## src/rtl/tmode_pkg.sv

```systemverilog
package tmode_pkg;
  typedef enum logic [1:0] {
    TM_NORMAL = 2'd0,
    TM_HIZ    = 2'd1,
    TM_TREE   = 2'd2
  } tmode_e;

  localparam logic [3:0] CODE_HIZ  = 4'b1001;
  localparam logic [3:0] CODE_TREE = 4'b1010;
endpackage

```

## src/rtl/tmode_decode.sv

```systemverilog
module tmode_decode
  import tmode_pkg::*;
(
  input  logic       clk,
  input  logic       rst_n,
  input  logic [3:0] strap,
  output tmode_e     mode_q
);
  tmode_e mode_d;

  always_comb begin
    unique case (strap)
      CODE_HIZ:  mode_d = TM_HIZ;
      CODE_TREE: mode_d = TM_TREE;
      default:   mode_d = TM_NORMAL;
    endcase
  end

  // Track the code while reset is low; freeze it once reset is released.
  always_ff @(posedge clk) begin
    if (!rst_n) mode_q <= mode_d;
  end
endmodule

```

## src/rtl/tmode_nand_chain.sv

```systemverilog
module tmode_nand_chain #(
  parameter int CHAIN_LEN = 18
) (
  input  logic [CHAIN_LEN-1:0] pins,
  output logic                 result
);
  logic [CHAIN_LEN-1:0] stage;

  for (genvar k = 0; k < CHAIN_LEN; k++) begin : g_stage
    if (k == 0) begin : g_head
      assign stage[k] = ~(pins[k] & 1'b1);
    end else begin : g_link
      assign stage[k] = ~(pins[k] & stage[k-1]);
    end
  end

  assign result = stage[CHAIN_LEN-1];
endmodule

```

## src/rtl/tmode_pad_ctrl.sv

```systemverilog
module tmode_pad_ctrl
  import tmode_pkg::*;
#(
  parameter int NUM_PADS   = 40,
  parameter int TREE_A_IDX = 38,
  parameter int TREE_B_IDX = 39
) (
  input  tmode_e              mode,
  input  logic [NUM_PADS-1:0] func_oe,
  input  logic [NUM_PADS-1:0] func_pu_en,
  input  logic [NUM_PADS-1:0] func_pd_en,
  input  logic                func_out_a,
  input  logic                func_out_b,
  input  logic                tree_a,
  input  logic                tree_b,
  output logic [NUM_PADS-1:0] pad_oe,
  output logic [NUM_PADS-1:0] pad_pu_en,
  output logic [NUM_PADS-1:0] pad_pd_en,
  output logic                pad_out_a,
  output logic                pad_out_b
);
  localparam logic [NUM_PADS-1:0] ONE_HOT = {{(NUM_PADS-1){1'b0}}, 1'b1};
  localparam logic [NUM_PADS-1:0] RELEASE_MASK =
    (ONE_HOT << TREE_A_IDX) | (ONE_HOT << TREE_B_IDX);

  always_comb begin
    unique case (mode)
      TM_HIZ: begin
        pad_oe    = '0;
        pad_pu_en = '0;
        pad_pd_en = '0;
        pad_out_a = 1'b0;
        pad_out_b = 1'b0;
      end
      TM_TREE: begin
        pad_oe    = RELEASE_MASK;
        pad_pu_en = '0;
        pad_pd_en = '0;
        pad_out_a = tree_a;
        pad_out_b = tree_b;
      end
      default: begin
        pad_oe    = func_oe;
        pad_pu_en = func_pu_en;
        pad_pd_en = func_pd_en;
        pad_out_a = func_out_a;
        pad_out_b = func_out_b;
      end
    endcase
  end
endmodule

```

## src/rtl/tmode_top.sv

```systemverilog
module tmode_top
  import tmode_pkg::*;
#(
  parameter int CHAIN_LEN  = 18,
  parameter int NUM_PADS   = 40,
  parameter int TREE_A_IDX = 38,
  parameter int TREE_B_IDX = 39
) (
  input  logic                 clk,
  input  logic                 rst_n,
  input  logic [3:0]           strap,
  input  logic [CHAIN_LEN-1:0] chain_a_in,
  input  logic [CHAIN_LEN-1:0] chain_b_in,
  input  logic [NUM_PADS-1:0]  func_oe,
  input  logic [NUM_PADS-1:0]  func_pu_en,
  input  logic [NUM_PADS-1:0]  func_pd_en,
  input  logic                 func_out_a,
  input  logic                 func_out_b,
  output logic [1:0]           mode,
  output logic [NUM_PADS-1:0]  pad_oe,
  output logic [NUM_PADS-1:0]  pad_pu_en,
  output logic [NUM_PADS-1:0]  pad_pd_en,
  output logic                 pad_out_a,
  output logic                 pad_out_b
);
  tmode_e mode_q;
  logic   tree_a;
  logic   tree_b;

  tmode_decode u_decode (
    .clk    (clk),
    .rst_n  (rst_n),
    .strap  (strap),
    .mode_q (mode_q)
  );

  tmode_nand_chain #(.CHAIN_LEN(CHAIN_LEN)) u_chain_a (
    .pins   (chain_a_in),
    .result (tree_a)
  );

  tmode_nand_chain #(.CHAIN_LEN(CHAIN_LEN)) u_chain_b (
    .pins   (chain_b_in),
    .result (tree_b)
  );

  tmode_pad_ctrl #(
    .NUM_PADS   (NUM_PADS),
    .TREE_A_IDX (TREE_A_IDX),
    .TREE_B_IDX (TREE_B_IDX)
  ) u_pads (
    .mode       (mode_q),
    .func_oe    (func_oe),
    .func_pu_en (func_pu_en),
    .func_pd_en (func_pd_en),
    .func_out_a (func_out_a),
    .func_out_b (func_out_b),
    .tree_a     (tree_a),
    .tree_b     (tree_b),
    .pad_oe     (pad_oe),
    .pad_pu_en  (pad_pu_en),
    .pad_pd_en  (pad_pd_en),
    .pad_out_a  (pad_out_a),
    .pad_out_b  (pad_out_b)
  );

  assign mode = mode_q;
endmodule

```

## config.mk

```make
export PLATFORM = sky130hd
export DESIGN_NAME = tmode_top
export DESIGN_NICKNAME = d
export VERILOG_FILES = /design/src/rtl/tmode_pkg.sv /design/src/rtl/tmode_decode.sv /design/src/rtl/tmode_nand_chain.sv /design/src/rtl/tmode_pad_ctrl.sv /design/src/rtl/tmode_top.sv
export SDC_FILE = /design/constraint.sdc
export NUM_CORES = 1
export LEC_CHECK = 0
export BUFFER_PORTS_ARGS = -buffer_cell sky130_fd_sc_hd__buf_2
export CAP_MARGIN = 20
export CORE_AREA = 5 5 107 109
export CTS_CLUSTER_SIZE = 24
export DETAILED_ROUTE_END_ITERATION = 16
export DIE_AREA = 0 0 112 114
export GPL_ROUTABILITY_DRIVEN = 1
export GPL_TIMING_DRIVEN = 0
export PLACE_DENSITY = 0.56
export SYNTH_ARGS = -nofsm -noshare
export SYNTH_HDL_FRONTEND = slang
export SYNTH_HIERARCHICAL = 1
export SYNTH_SLANG_ARGS = --single-unit
export TNS_END_PERCENT = 10
```

## constraint.sdc

```tcl
create_clock -name clk -period 1.5 [get_ports clk]
set_clock_uncertainty 0.2 [all_clocks]
set_input_delay 0 -clock clk [delete_from_list [all_inputs] [get_ports clk]]
set_output_delay 0 -clock clk [all_outputs]
set_load 0.05 [all_outputs]
```

# ---- Yosys cells after proc, flatten, opt, wreduce, memory -nomap -nowiden
# Cells that the tools add are included.
dict set report word_totals {
  reg_bits 2
  latchBits 0
  mem_bits_rw 0
  romBits 0
  in_bits 164
  out_inout_bits 124
  elab_cells 82
  n_memories 0
}
dict set report classes {
  add_sub_neg 0
  n_mul 0
  n_div 0
  magnitude_cmp 0
  eq_ne 4
  n_shift 0
  n_mux 6
  n_bitwise 70
  reduce_logical 1
}
# op n
set op_table {}
lappend op_table {{$mux W40} 2}
lappend op_table {{$pmux W40 S2} 1}
lappend op_table {{$not A1 Y1} 36}
lappend op_table {{$and A1 B1 Y1} 34}
lappend op_table {{$eq A4 B4 Y1 const B} 2}
lappend op_table {{$pmux W1 S2} 2}
lappend op_table {{$pmux W2 S2} 1}
lappend op_table {{$eq A2 B1 Y1 const B} 1}
lappend op_table {{$eq A2 B2 Y1 const B} 1}
lappend op_table {{$reduce_or A2 Y1} 1}

# ---- Depth between registers and ports, before layout
dict set report logic_depth {
  depth_word 36
  mapped_depth 6
  depth_no_buf 5
}

# ---- Modules after synthesis
# The synthesis kept the hierarchy.
# mod n_inst cells_each area_per_inst_um2 seq_area_each_um2
set by_module_without_submodules {}
lappend by_module_without_submodules {tmode_pad_ctrl 1 142 918.4 0.0}
lappend by_module_without_submodules {tmode_nand_chain 2 14 78.8 0.0}
lappend by_module_without_submodules {tmode_decode 1 5 88.8 60.1}

# ---- Worst setup path after synthesis
# No wires, ideal clock.
dict set report synth_timing {
  kind {flip-flop to output port}
  startpoint {reg u_decode.mode_q[0]}
  endpoint {out pad_out_a}
  arrival_ns 1.854
  t_required_ns 1.300
  slack_ns -0.554
  stages_incl_launch_ff 6
  path_buffers 1
  cell_sequence {edfxtp_1 > inv_1 > ha_1 > buf_6 > nor2b_1 > a22o_1}
}
dict set report synth_between {
  elab_chain_len 2
  elab_cells_between_ends 3
  classes_between {eq/ne: 2; mux: 1}
}
# element line_no
set synth_lines {}
lappend synth_lines {{start: declaration} tmode_decode.sv:7} ;# output tmode_e mode_q
lappend synth_lines {{start signal: assignment} tmode_decode.sv:21} ;# if (!rst_n) mode_q <= mode_d;
lappend synth_lines {{$eq A2 B2 Y1 / $eq A2 B1 Y1 (equally long branches)} tmode_pad_ctrl.sv:27} ;# unique case (mode)
lappend synth_lines {{$pmux W1 S2 *} tmode_pad_ctrl.sv:27}
lappend synth_lines {{end: declaration} tmode_top.sv:23} ;# output logic pad_out_a,
# Mark *: on every way between the ends. The rest lies on a longest branch, timed or not.

# ---- Worst setup path in the final report
dict set report layout_timing {
  startpoint {reg u_decode.mode_q[1]}
  endpoint {out pad_pu_en[24]}
}
dict set report layout_between {
  elab_chain_len 3
  elab_cells_between_ends 4
  classes_between {eq/ne: 2; mux: 1; reduce/logical: 1}
}
# element line_no
set layout_lines {}
lappend layout_lines {{$eq A2 B1 Y1 / $eq A2 B2 Y1 (equally long branches)} tmode_pad_ctrl.sv:27}
lappend layout_lines {{$reduce_or A2 Y1 (no source line) *} -}
lappend layout_lines {{$mux W40 *} tmode_pad_ctrl.sv:27}
lappend layout_lines {{end: declaration} tmode_top.sv:21} ;# output logic [NUM_PADS-1:0] pad_pu_en,
# Marked as above.

==> results.toml <==
[run_status]
status = "finished, violations left"
violations = "setup timing"

[setup_path]
path_max_fanout = 10
cp_cell_sequence = "ha_4 -> buf_12 -> buf_6 -> and2_4 -> buf_8"
setup.worst_path.class = "register to primary output"
arrival_ps = 1610
end_kind = "primary output"
cpPeakStageDelay_ps = 430
critPathRequiredTime_ps = 1300
cp_slowest_cell = "edfxtp_1"
critPathLaunchType = "register"

[finish]
finish.net_count = 640
top_regs = "u_decode/mode_q: 2 flops"
antenna_cells = 0
top_register = "u_decode/mode_q"
layout-drive-gt1-share = 0.928
final_util = 0.386
largest_reg_flops = 2
stdcell_area_sq_mm = 0.00405
syn_to_final_growth_pct = 248
instances_no_fill = 612

[pwr]
total_power_w = 0.00313
power_density_mw_per_mm2 = 773
vdd_drop_max_v = 0.000332
leakagePower_nw = 2.20

[floorplanning]
die_h_um = 114
die_area_sq_mm = 0.0128
core_sq_mm = 0.0105
num_io_pins = 288
rows = 38
die_w_um = 112
start_util = 0.111

[timing]
period_needed_ps = 1810
timing.final.hold_violations = 0
drv_slew = 0
fmax_mhz = 551
setup_viol_count_final = 122
rsz0062_at_grt = "true"
setup_tns_ps = -33950
min_period_over_period = 1.21
max_slew_margin = 0.829
worst_pin_slew_ps = 259
fin_ws_ps = -314

[drt]
avgViaCountPerCell = 3.84
ant_nets = 0
drc = 0
drtIter0Drc = 88
wire_per_inst_um = 13.9
dr.pass1.iters = 4
vias = 2348
wirelength_mm = 8.53

[synth]
synth.distinct_cells = 19
synth-simple-area-share = 0.715
synthCells = 175
yosysWarnings = 6
synth_top_area_cell = "and2_1"
synth_nets = 341
synth_compound_area_frac = 0.0945
ys_ff_latch = 2
synth_top_cells_by_area = "and2_1 63%, buf_6 6.8%, edfxtp_1 5.2%"
synth-seq-area-share = 0.0516
synth_xor_area_frac = 0
synthMuxAreaShare = 0
synth_fa_ha_area_frac = 0.0215
syn_area_sq_mm = 0.00116
postSynthAreaPerCell_sq_um = 6.66
yosysTopAreaCellShare = 0.634
synth_top_family_by_area = "simple AND/OR/NAND/NOR gates"

[placement]
place_congestion = 0.847
dpl_cell_area_sq_mm = 0.00308
dp_hpwl_mm = 6.73
port_buffers = 287
dp_cells = 602

[global_route]
antenna_found_initial = 0
grtUsageTotal = 0.117
grt_pass1_vias = 2609
grt_max_degree = 11
grt_overflow = 0
grt_pass1_wl_mm = 12.4

[cts]
htree_num_levels = 1
cts_tree = "yes"
clock-sinks = 2
cts-root-buf = "clkbuf_8"
clk_pin_slew_ps = 30
cts_buffers = 3
cts.path.max_buffers = 2

[run]
maxCapViolCount = 0

[hold_path]
hold_path.class = "primary input to register"
==> cells by family after synthesis <==
kind of cell,after synthesis
simple gates,134
flops,2
compound gates,16
fa+ha+maj,2
buf+inv,21
==> through the flow <==
stage          hold slack, ps  setup WS (ps)
2_1_floorplan           -27.7           -239
3_3_place_gp              101           -283
3_5_place_dp              115           -275
4_1_cts                  59.9           -323
5_1_grt                  72.0           -387
6_report                 61.3           -314
==> power by group <==
part           internal (W)  switching [W]
Combinational       0.00123        0.00163
Clock              0.000169      0.0000390
Sequential        0.0000660     0.00000313
==> layout by cell type, fill, tap and decap left out, types with 3 or more instances in the layout <==
master,count
buf_2,167
o21ai_0,4
buf_6,12
buf_8,65
dlygate4sd3_1,4
clkbuf_8,3
and2_4,78
buf_4,53
a21oi_1,4
nand3_1,6
inv_1,5
and2_2,40
clkbuf_4,3
==> repair_timing <==
action | CTS | global route
endpoints found under the hold margin | 4 | 0
setup buffers | 1 | 1
hold buffers | 4 | 0
setup endpoints to repair | 122 | 122
gates cloned | 0 | 1
resized for setup | 253 | 16
pin swaps | 1 | 3
==> cell usage after synthesis <==
cell type / count
a22o_1: 2
nand2b_1: 3
and2_1: 118
ha_1: 2
edfxtp_1: 2
and4bb_2: 2
o21ai_1: 2
nand3_1: 6
buf_6: 7
nor2b_1: 1
a21oi_1: 4
inv_1: 6
clkbuf_1: 2
clkinv_1: 2
buf_2: 4
a22oi_2: 2
o21ai_0: 4
a211o_1: 2
nand2_1: 4
==> worst max-delay path, delay by kind of cell (launching register included) <==
kind / cells / cell delay, ps
flip-flops: 1 / 430
adder cells (fa/ha/maj): 1 / 390
buffers and inverters: 3 / 420
AND/OR/NAND/NOR: 1 / 150
==> final timing paths <==
| check | startpoint | to | slack [ps] | cells after the start |
|---|---|---|---|---|
| worst min-delay path | strap[2] | u_decode/mode_q[0]$_DFFE_PN_ | 60 | 2 |
| worst max-delay path | u_decode/mode_q[1]$_DFFE_PN_ | pad_pu_en[24] | -310 | 5 |
==> routing by layer <==
layer  vias to the layer above  wire length (um)  GRT usage
met5                         -                 0          0
met1                      1039              2890      0.118
li1                       1135                 -          -
met3                         4               985     0.0403
met2                       170              4610      0.238
met4                         0                43     0.0152
==> area by class of cell <==
class / instances / area, sq um
plain buffers: 13 / 146
clock buffers: 3 / 41.3
fillers: 1010 / 6450
inverters: 8 / 30.0
multi-input cells: 152 / 1270
flip-flops and latches: 2 / 60.1
well taps: 140 / 175
repair buffers: 294 / 2330
Power figures use the tool's default switching activity.
